`src/rtl/cfg_mem_pkg.sv`:
```
package cfg_mem_pkg;
  function automatic logic rewind_active(input logic pol, input logic pin);
    return pin == pol;
  endfunction
endpackage

```
`src/rtl/cfg_bit_array.sv`:
```
module cfg_bit_array #(
  parameter int DEPTH = 1024,
  localparam int AW = (DEPTH > 1) ? $clog2(DEPTH) : 1
) (
  input  logic          clk_i,
  input  logic          we_i,
  input  logic [AW-1:0] waddr_i,
  input  logic          wbit_i,
  input  logic [AW-1:0] raddr_i,
  output logic          rbit_o
);
  logic [DEPTH-1:0] bits_q;

  always_ff @(posedge clk_i) begin
    if (we_i && (int'(waddr_i) < DEPTH)) bits_q[waddr_i] <= wbit_i;
  end

  assign rbit_o = (int'(raddr_i) < DEPTH) ? bits_q[raddr_i] : 1'b0;
endmodule

```
`src/rtl/cfg_addr_ctr.sv`:
```
module cfg_addr_ctr #(
  parameter int DEPTH = 1024,
  localparam int AW = (DEPTH > 1) ? $clog2(DEPTH) : 1
) (
  input  logic          clk_i,
  input  logic          rst_ni,
  input  logic          rewind_i,
  input  logic          adv_i,
  output logic [AW-1:0] addr_o,
  output logic          done_o
);
  localparam logic [AW-1:0] LAST = AW'(DEPTH - 1);

  always_ff @(posedge clk_i or negedge rst_ni) begin
    if (!rst_ni) begin
      addr_o <= '0;
      done_o <= 1'b0;
    end else if (rewind_i) begin
      addr_o <= '0;
      done_o <= 1'b0;
    end else if (adv_i && !done_o) begin
      // saturate at terminal count; done marks the handoff
      if (addr_o == LAST) done_o <= 1'b1;
      else                addr_o <= addr_o + 1'b1;
    end
  end

  p_rewind_r4: assert property (@(posedge clk_i) disable iff (!rst_ni)
    rewind_i |=> (addr_o == '0 && !done_o));
  p_advance_r1: assert property (@(posedge clk_i) disable iff (!rst_ni)
    (adv_i && !rewind_i && !done_o && addr_o != LAST) |=> addr_o == $past(addr_o) + 1'b1);
  p_handoff_r2: assert property (@(posedge clk_i) disable iff (!rst_ni)
    (adv_i && !rewind_i && addr_o == LAST) |=> done_o);
  p_saturate_r8: assert property (@(posedge clk_i) disable iff (!rst_ni)
    (done_o && !rewind_i) |=> (done_o && $stable(addr_o)));
  p_pause_r6: assert property (@(posedge clk_i) disable iff (!rst_ni)
    (!adv_i && !rewind_i) |=> $stable(addr_o));
endmodule

```
`src/rtl/cfg_out_ctrl.sv`:
```
module cfg_out_ctrl
  import cfg_mem_pkg::*;
(
  input  logic clk_i,
  input  logic rst_ni,
  input  logic ce_ni,
  input  logic reset_oe_i,
  input  logic rst_pol_i,
  input  logic prog_ni,
  input  logic done_i,
  output logic rewind_o,
  output logic adv_o,
  output logic oe_o,
  output logic ceo_no
);
  logic selected;

  assign rewind_o = rewind_active(rst_pol_i, reset_oe_i);
  assign selected = !ce_ni && prog_ni && !rewind_o;
  assign adv_o    = selected && !done_i;
  assign oe_o     = selected && !done_i;
  assign ceo_no   = !done_i || ce_ni;

  p_standby_hiz_r6: assert property (@(posedge clk_i) disable iff (!rst_ni)
    ce_ni |-> (!oe_o && ceo_no));
  p_prog_hiz_r7: assert property (@(posedge clk_i) disable iff (!rst_ni)
    !prog_ni |-> !oe_o);
  p_excl_r3: assert property (@(posedge clk_i) disable iff (!rst_ni)
    !ceo_no |-> !oe_o);
  p_rewind_hiz_r5: assert property (@(posedge clk_i) disable iff (!rst_ni)
    (reset_oe_i == rst_pol_i) |-> !oe_o);
endmodule

```
`src/rtl/cfg_bitstream_mem.sv`:
```
module cfg_bitstream_mem #(
  parameter int DEPTH = 1024,
  localparam int AW = (DEPTH > 1) ? $clog2(DEPTH) : 1
) (
  input  logic          clk_i,
  input  logic          rst_ni,
  input  logic          ce_ni,
  input  logic          reset_oe_i,
  input  logic          rst_pol_i,
  input  logic          prog_ni,
  input  logic          wr_en_i,
  input  logic [AW-1:0] wr_addr_i,
  input  logic          wr_bit_i,
  output logic          data_o,
  output logic          data_oe_o,
  output logic          ceo_no
);
  logic [AW-1:0] addr;
  logic          done, rewind, adv, rbit;

  cfg_out_ctrl u_ctrl (
    .clk_i, .rst_ni, .ce_ni, .reset_oe_i, .rst_pol_i, .prog_ni,
    .done_i(done), .rewind_o(rewind), .adv_o(adv), .oe_o(data_oe_o), .ceo_no
  );

  cfg_addr_ctr #(.DEPTH(DEPTH)) u_ctr (
    .clk_i, .rst_ni, .rewind_i(rewind), .adv_i(adv), .addr_o(addr), .done_o(done)
  );

  cfg_bit_array #(.DEPTH(DEPTH)) u_arr (
    .clk_i, .we_i(wr_en_i && !prog_ni), .waddr_i(wr_addr_i), .wbit_i(wr_bit_i),
    .raddr_i(addr), .rbit_o(rbit)
  );

  assign data_o = data_oe_o ? rbit : 1'b0;

  p_drive_r1: assert property (@(posedge clk_i) disable iff (!rst_ni)
    (!ce_ni && prog_ni && !rewind && !done) |-> data_oe_o);
endmodule

```
`config.mk`:
```
export PLATFORM = sky130hd
export DESIGN_NAME = cfg_bitstream_mem
export DESIGN_NICKNAME = d
export VERILOG_FILES = /design/src/rtl/cfg_mem_pkg.sv /design/src/rtl/cfg_bit_array.sv /design/src/rtl/cfg_addr_ctr.sv /design/src/rtl/cfg_out_ctrl.sv /design/src/rtl/cfg_bitstream_mem.sv
export SDC_FILE = /design/constraint.sdc
export NUM_CORES = 2
export LEC_CHECK = 0
export BUFFER_PORTS_ARGS = -buffer_cell sky130_fd_sc_hd__buf_4
export CAP_MARGIN = 20
export CORE_ASPECT_RATIO = 1.1
export CORE_MARGIN = 2
export CORE_UTILIZATION = 44
export DETAILED_ROUTE_END_ITERATION = 16
export GPL_TIMING_DRIVEN = 0
export PLACE_DENSITY = 0.61
export SKIP_CTS_REPAIR_TIMING = 1
export SYNTH_ARGS = -nofsm -noshare
export SYNTH_HDL_FRONTEND = slang
export SYNTH_SLANG_ARGS = --single-unit
export TNS_END_PERCENT = 50
```
`constraint.sdc`:
```
create_clock -name clk_i -period 2.7 [get_ports clk_i]
set_clock_uncertainty 0.2 [all_clocks]
set_input_delay 0 -clock clk_i [delete_from_list [all_inputs] [get_ports clk_i]]
set_output_delay 0 -clock clk_i [all_outputs]
set_load 0.05 [all_outputs]
```
# Word-level counts from Yosys, hierarchy flattened
# Index checks and enable logic that the tools add are counted.
# W data, S select, Z words.
dict set report word_totals {
  register_bits 1035
  inputBits 18
}
dict set report classes {
  add_sub_neg 1
  order_cmp 3
  eq_ne 3
  reduce_logical 15
  muxes 12
}
# op n
set op_table {}
lappend op_table {{$bwmux W1024} 1}
lappend op_table {{$mux W10} 3}
lappend op_table {{$lt A10 B11 Y1 const B} 2}
lappend op_table {{$add A10 B1 Y10 const B} 1}
lappend op_table {{$bmux W1 S10} 1}
lappend op_table {{$demux W1 S10} 1}
lappend op_table {{$eq A10 B10 Y1 const B} 1}
lappend op_table {{$ge A10 B1 Y1 const B} 1}
lappend op_table {{$logic_and A1 B1 Y1} 6}
lappend op_table {{$mux W1} 6}
lappend op_table {{$logic_not A1 Y1} 4}
lappend op_table {{$reduce_and A2 Y1} 2}
lappend op_table {{$reduce_bool A2 Y1} 2}
lappend op_table {{$ne A2 B2 Y1 const B} 1}
lappend op_table {{$eq A1 B1 Y1} 1}
lappend op_table {{$logic_or A1 B1 Y1} 1}

# Logic depth before layout (Yosys ltp)
dict set report logic_depth {
  word_depth 7
  depth_mapped 14
}

# Cells and area by module
# Synthesis repeated with hierarchy kept, for this count alone.
dict set report hier_totals {
  hier_cells 3123
  area_unflattened_um2 44894.3
}
# mod area_per_inst_um2 n_inst seq_area_each_um2 cells_each
set modules_own_cells {}
lappend modules_own_cells {cfg_bit_array 44239.9 1 30749.5 3056}
lappend modules_own_cells {cfg_addr_ctr 596.8 1 275.3 61}
lappend modules_own_cells {cfg_out_ctrl 37.5 1 0.0 4}
lappend modules_own_cells {cfg_bitstream_mem 20.0 1 0.0 2}

# Worst setup path before layout
# No wires, ideal clock.
dict set report synth_path {
  path_kind {register to output}
  startpoint {reg u_ctr.done_o}
  endpoint {out data_o}
  path_stages_with_launch 4
  path_slack_ns -1.142
  arrival_ns 3.642
  t_required_ns 2.500
  path_cell_list {dfrtp_1 nor4b_1 nand2_1 o31ai_1}
}
dict set report synth_between {
  elab_chain_cells 3
}
# item line
set synth_lines {}
lappend synth_lines {{from (decl)} cfg_addr_ctr.sv:10} ;# output logic done_o
lappend synth_lines {{from (signal assigned)} cfg_addr_ctr.sv:17} ;# done_o <= 1'b0;
lappend synth_lines {{from (signal assigned)} cfg_addr_ctr.sv:20} ;# done_o <= 1'b0;
lappend synth_lines {{from (signal assigned)} cfg_addr_ctr.sv:23} ;# if (addr_o == LAST) done_o <= 1'b1;
lappend synth_lines {{$logic_not A1 Y1} cfg_out_ctrl.sv:21} ;# assign oe_o = selected && !done_i;
lappend synth_lines {{$logic_and A1 B1 Y1} cfg_out_ctrl.sv:21}
lappend synth_lines {{net data_oe_o} cfg_bitstream_mem.sv:15} ;# output logic data_oe_o,
lappend synth_lines {{$mux W1} cfg_bitstream_mem.sv:35} ;# assign data_o = data_oe_o ? rbit : 1'b0;
lappend synth_lines {{to (decl)} cfg_bitstream_mem.sv:14} ;# output logic data_o,
# The timed path passes the listed nets, and every way through them passes these cells.

# Worst setup path after layout
dict set report layout_path {
  startpoint {reg u_ctr.addr_o[0]}
  endpoint {out data_o}
}
dict set report layout_between {
  elab_chain_cells 3
}
# item line
set layout_lines {}
lappend layout_lines {{from (decl)} cfg_addr_ctr.sv:9} ;# output logic [AW-1:0] addr_o,
lappend layout_lines {{from (signal assigned)} cfg_addr_ctr.sv:24} ;# else addr_o <= addr_o + 1'b1;
lappend layout_lines {{$bmux W1 S10} cfg_bit_array.sv:18} ;# assign rbit_o = (int'(raddr_i) < DEPTH) ? bits_q[raddr_i] : 1'b0;
lappend layout_lines {{$mux W1 (not written as such)} cfg_bit_array.sv:18}
lappend layout_lines {{$mux W1} cfg_bitstream_mem.sv:35}
# Every way passes these cells. The select of a mux whose other input is x is not followed.

==> impl_metrics.json <==
{
  "violations": "negative setup slack",
  "synth.avg_cell_area_um2": 14.3,
  "yosys.cell_count.top_type": "nor2_1",
  "worstPathArrival_ns": 4.12,
  "syn_inst": 3140,
  "min_period_ns": 4.32,
  "worstMarginPinSlew_ns": 1.24,
  "leakagePower_nw": 15.5,
  "ir_drop_mv": 0.506,
  "p_seq_share_pct": 50.8,
  "numCtsBuffers": 106,
  "critPathCaptureType": "output pin",
  "grt_pass1_vias": 27700,
  "start_util_pct": 44.2,
  "yosys_warnings": 0,
  "cp_cell_sequence": "buf_12 -> buf_16 -> buf_16 -> buf_16 -> buf_16 -> mux2i_1 -> a221oi_1 -> a211oi_1 -> o21ai_1 -> a211oi_2 -> o311ai_1 -> nand4b_1 -> o31ai_4 -> buf_6",
  "setup_violations": 1,
  "drc": 0,
  "cts_buffer_depth": 3,
  "routed-via-count": 29600,
  "drt_iter0_markers": 4728,
  "die_w_um": 309,
  "path_common_cell": "buf_16",
  "drt-vias-per-instance": 6.10,
  "power_density_mw_per_mm2": 662,
  "synth_top_area_share_pct": 68.3,
  "cts_tree": "built",
  "yosysTopAreaCell": "edfxtp_1",
  "clock_latency_ns": 0.70,
  "cpMaxStageDelayCell": "a211oi_2",
  "max_freq_ghz": 0.231,
  "finalMaxSlewViolations": 0,
  "drt_first_pass_iters": 9,
  "grt_pass1_wl_um": 212000,
  "grt_max_degree": 191,
  "hp-class": "in -> reg",
  "cp_top_family": "compound AO/OA/AOI/OAI gates",
  "fin_nets": 3407,
  "htreeDepth": 3,
  "post-route-util_pct": 51.5,
  "pwr-share-comb_pct": 8.8,
  "dieArea_mm2": 0.105,
  "dpl_cell_area_mm2": 0.0473,
  "critical_path_class": "reg -> out",
  "overflow": 0,
  "clkTransAtPathRegs_ns": 0.06,
  "fp.dieH_um": 340,
  "p_switching_mw": 8.13,
  "grt_util_all_layers_pct": 29.2,
  "antenna_found_initial": 2,
  "fillers": 8749,
  "synth_cell_types": 62,
  "async_reset_ff_share_pct": 1.06,
  "mappedNetlistArea_mm2": 0.0450,
  "drive_gt1_share_pct": 17.7,
  "r2r_cells": 9,
  "whs_path_depth": 4,
  "post-route-period-util_pct": 160,
  "ioPinCount": 21,
  "setup_ws_ns": -1.62,
  "grt_setup_unrepaired": "true",
  "crit_path_max_fanout": 10,
  "max_cap_violations": 0,
  "finalHoldViolCount": 0,
  "cp.depth": 14,
  "dp_hpwl_um": 101000,
  "final_cell_area_mm2": 0.0525,
  "postRouteAntennaNets": 0,
  "cp-start-kind": "register",
  "rows": 123,
  "yosysSeqAreaShare_pct": 68.9,
  "status": "finished, violations left",
  "maxSlewHeadroom_pct": 17.0,
  "netlist_top_cells_count": "nor2_1 (1051), edfxtp_1 (1024), mux4_2 (176)",
  "placeableCoreArea_mm2": 0.102,
  "cts-root-buf": "clkbuf_16",
  "routed_wl_um": 156000,
  "swShare_pct": 23.4,
  "place.gp.congestion": 0.986,
  "ys_ff_latch": 1035,
  "p_int_mw": 26.6,
  "fin_setup_tns_ns": -1.62,
  "area_delta_synth_final_pct": 16.6,
  "routedWlPerCell_um": 32.1,
  "yosys-top-cells-area": "edfxtp_1 (68%), mux4_2 (8.8%), nor2_1 (8.8%), mux2i_1 (2.6%), mux4_1 (1.6%)",
  "slowest_delay_ns": 0.57,
  "portBuffers": 20,
  "cts_sinks": 1035,
  "p_clk_share_pct": 40.3,
  "cp_num_buf_inv": 6,
  "synth_edf_count": 1024,
  "synthFlopType": "edfxtp_1",
  "synthesis.nets": 3159,
  "required_ns": 2.50
}
[final timing paths]
check | start | to | slack [ns]
setup / recovery | u_ctr.addr_o[0] | data_o | -1.62
hold / removal | wr_addr_i[6] | u_arr.bits_q[513] | 0.03
setup reg to reg | u_ctr.addr_o[3] | u_ctr.addr_o[8] | 0.04
hold reg to reg | u_ctr.addr_o[1] | u_ctr.addr_o[1] | 0.38
max in group asynchronous | rst_ni | u_ctr.addr_o[0] | 1.56
min in group asynchronous | rst_ni | u_ctr.addr_o[8] | 0.32
[power by group through the flow]
stage               combinational, mW  sequential [mW]  clock [mW]
finish                           3.07             17.7        14.0
global route                     3.11             17.7        14.7
CTS                              2.49             17.7        14.1
detailed placement               2.48             18.0           0
global placement                 2.44             18.1           0
floorplan                        1.35             18.0           0
[registers in the layout, summed over array words and instances, names as in the netlist]
| signal | count |
|---|---|
| u_arr.bits_q | 1024 |
| u_ctr.done_o | 1 |
| u_ctr.addr_o | 10 |
[metrics by stage]
stage	total power, mW	std cells	hold slack [ns]	setup slack [ns]
after detailed placement	20.5	4552	-0.353	-2.37
after floorplan	19.3	3140	-0.496	-0.0554
final	34.7	4852	0.0319	-1.62
after global placement	20.6	4535	-0.354	-5.12
after global routing	35.4	4851	0.0152	-1.57
after CTS	34.2	4748	-1.10	-3.11
[cell type report]
| cell class | instances | area [um2] | area share (%) |
|---|---|---|---|
| clock buffer | 136 | 2790 | 5.31 |
| antenna | 1 | 2.50 | 0.00477 |
| inverter | 6 | 30.0 | 0.0572 |
| sequential | 1035 | 31000 | 59.1 |
| clock inverter | 60 | 419 | 0.798 |
| tap | 1375 | 1720 | 3.28 |
| timing repair buffer | 142 | 1470 | 2.80 |
| buffer | 301 | 2210 | 4.21 |
| multi-input combinational | 1796 | 12800 | 24.5 |
[worst min-delay path, stage by stage]
cell,delay [ns]
buf_4,0.13
nor2_1,0.27
nand2_1,0.28
nor2_1,0.07
[cells in the final DEF, fill, tap and decap left out, types with 8 or more instances in the layout]
cell type      count
a21oi_1           41
mux2i_1          113
buf_4             97
o21ai_1           11
nand2_1          101
buf_16            26
buf_6             18
o21ai_0           12
edfxtp_1        1024
buf_12            27
mux2_2             8
nand3_1           18
mux4_2           178
o22ai_1           14
o221ai_1           9
buf_1             71
a221oi_2          10
a211oi_1          12
a22oi_1           44
clkbuf_16        108
clkinv_2          26
mux4_1            26
a221oi_1          11
clkbuf_2          10
nor2_1          1045
clkbuf_1         160
buf_2             11
buf_8             22
dfrtp_1            9
dlygate4sd3_1     22
clkinv_1          24
[metal layers]
layer | vias to the layer above | wire, um | GRT usage, % | share of wire, %
li1 | 12100 | - | - | -
met1 | 15300 | 57900 | 39.4 | 37
met2 | 1867 | 71200 | 44.6 | 46
met3 | 399 | 17800 | 6.68 | 11
met4 | 0 | 9000 | 14.9 | 5.8
met5 | - | 0 | 0 | 0
[logic make-up after synthesis]
kind of cell / synth area share, %
XOR/XNOR: 0.117
flip-flops: 68.9
AND/OR/NAND/NOR: 10.7
buffers and inverters: 3.49
multiplexers: 13.2
AO/OA/AOI/OAI: 3.54
adder cells (fa/ha/maj): 0.0278
No activity file was read; power rests on OpenSTA's default activity.
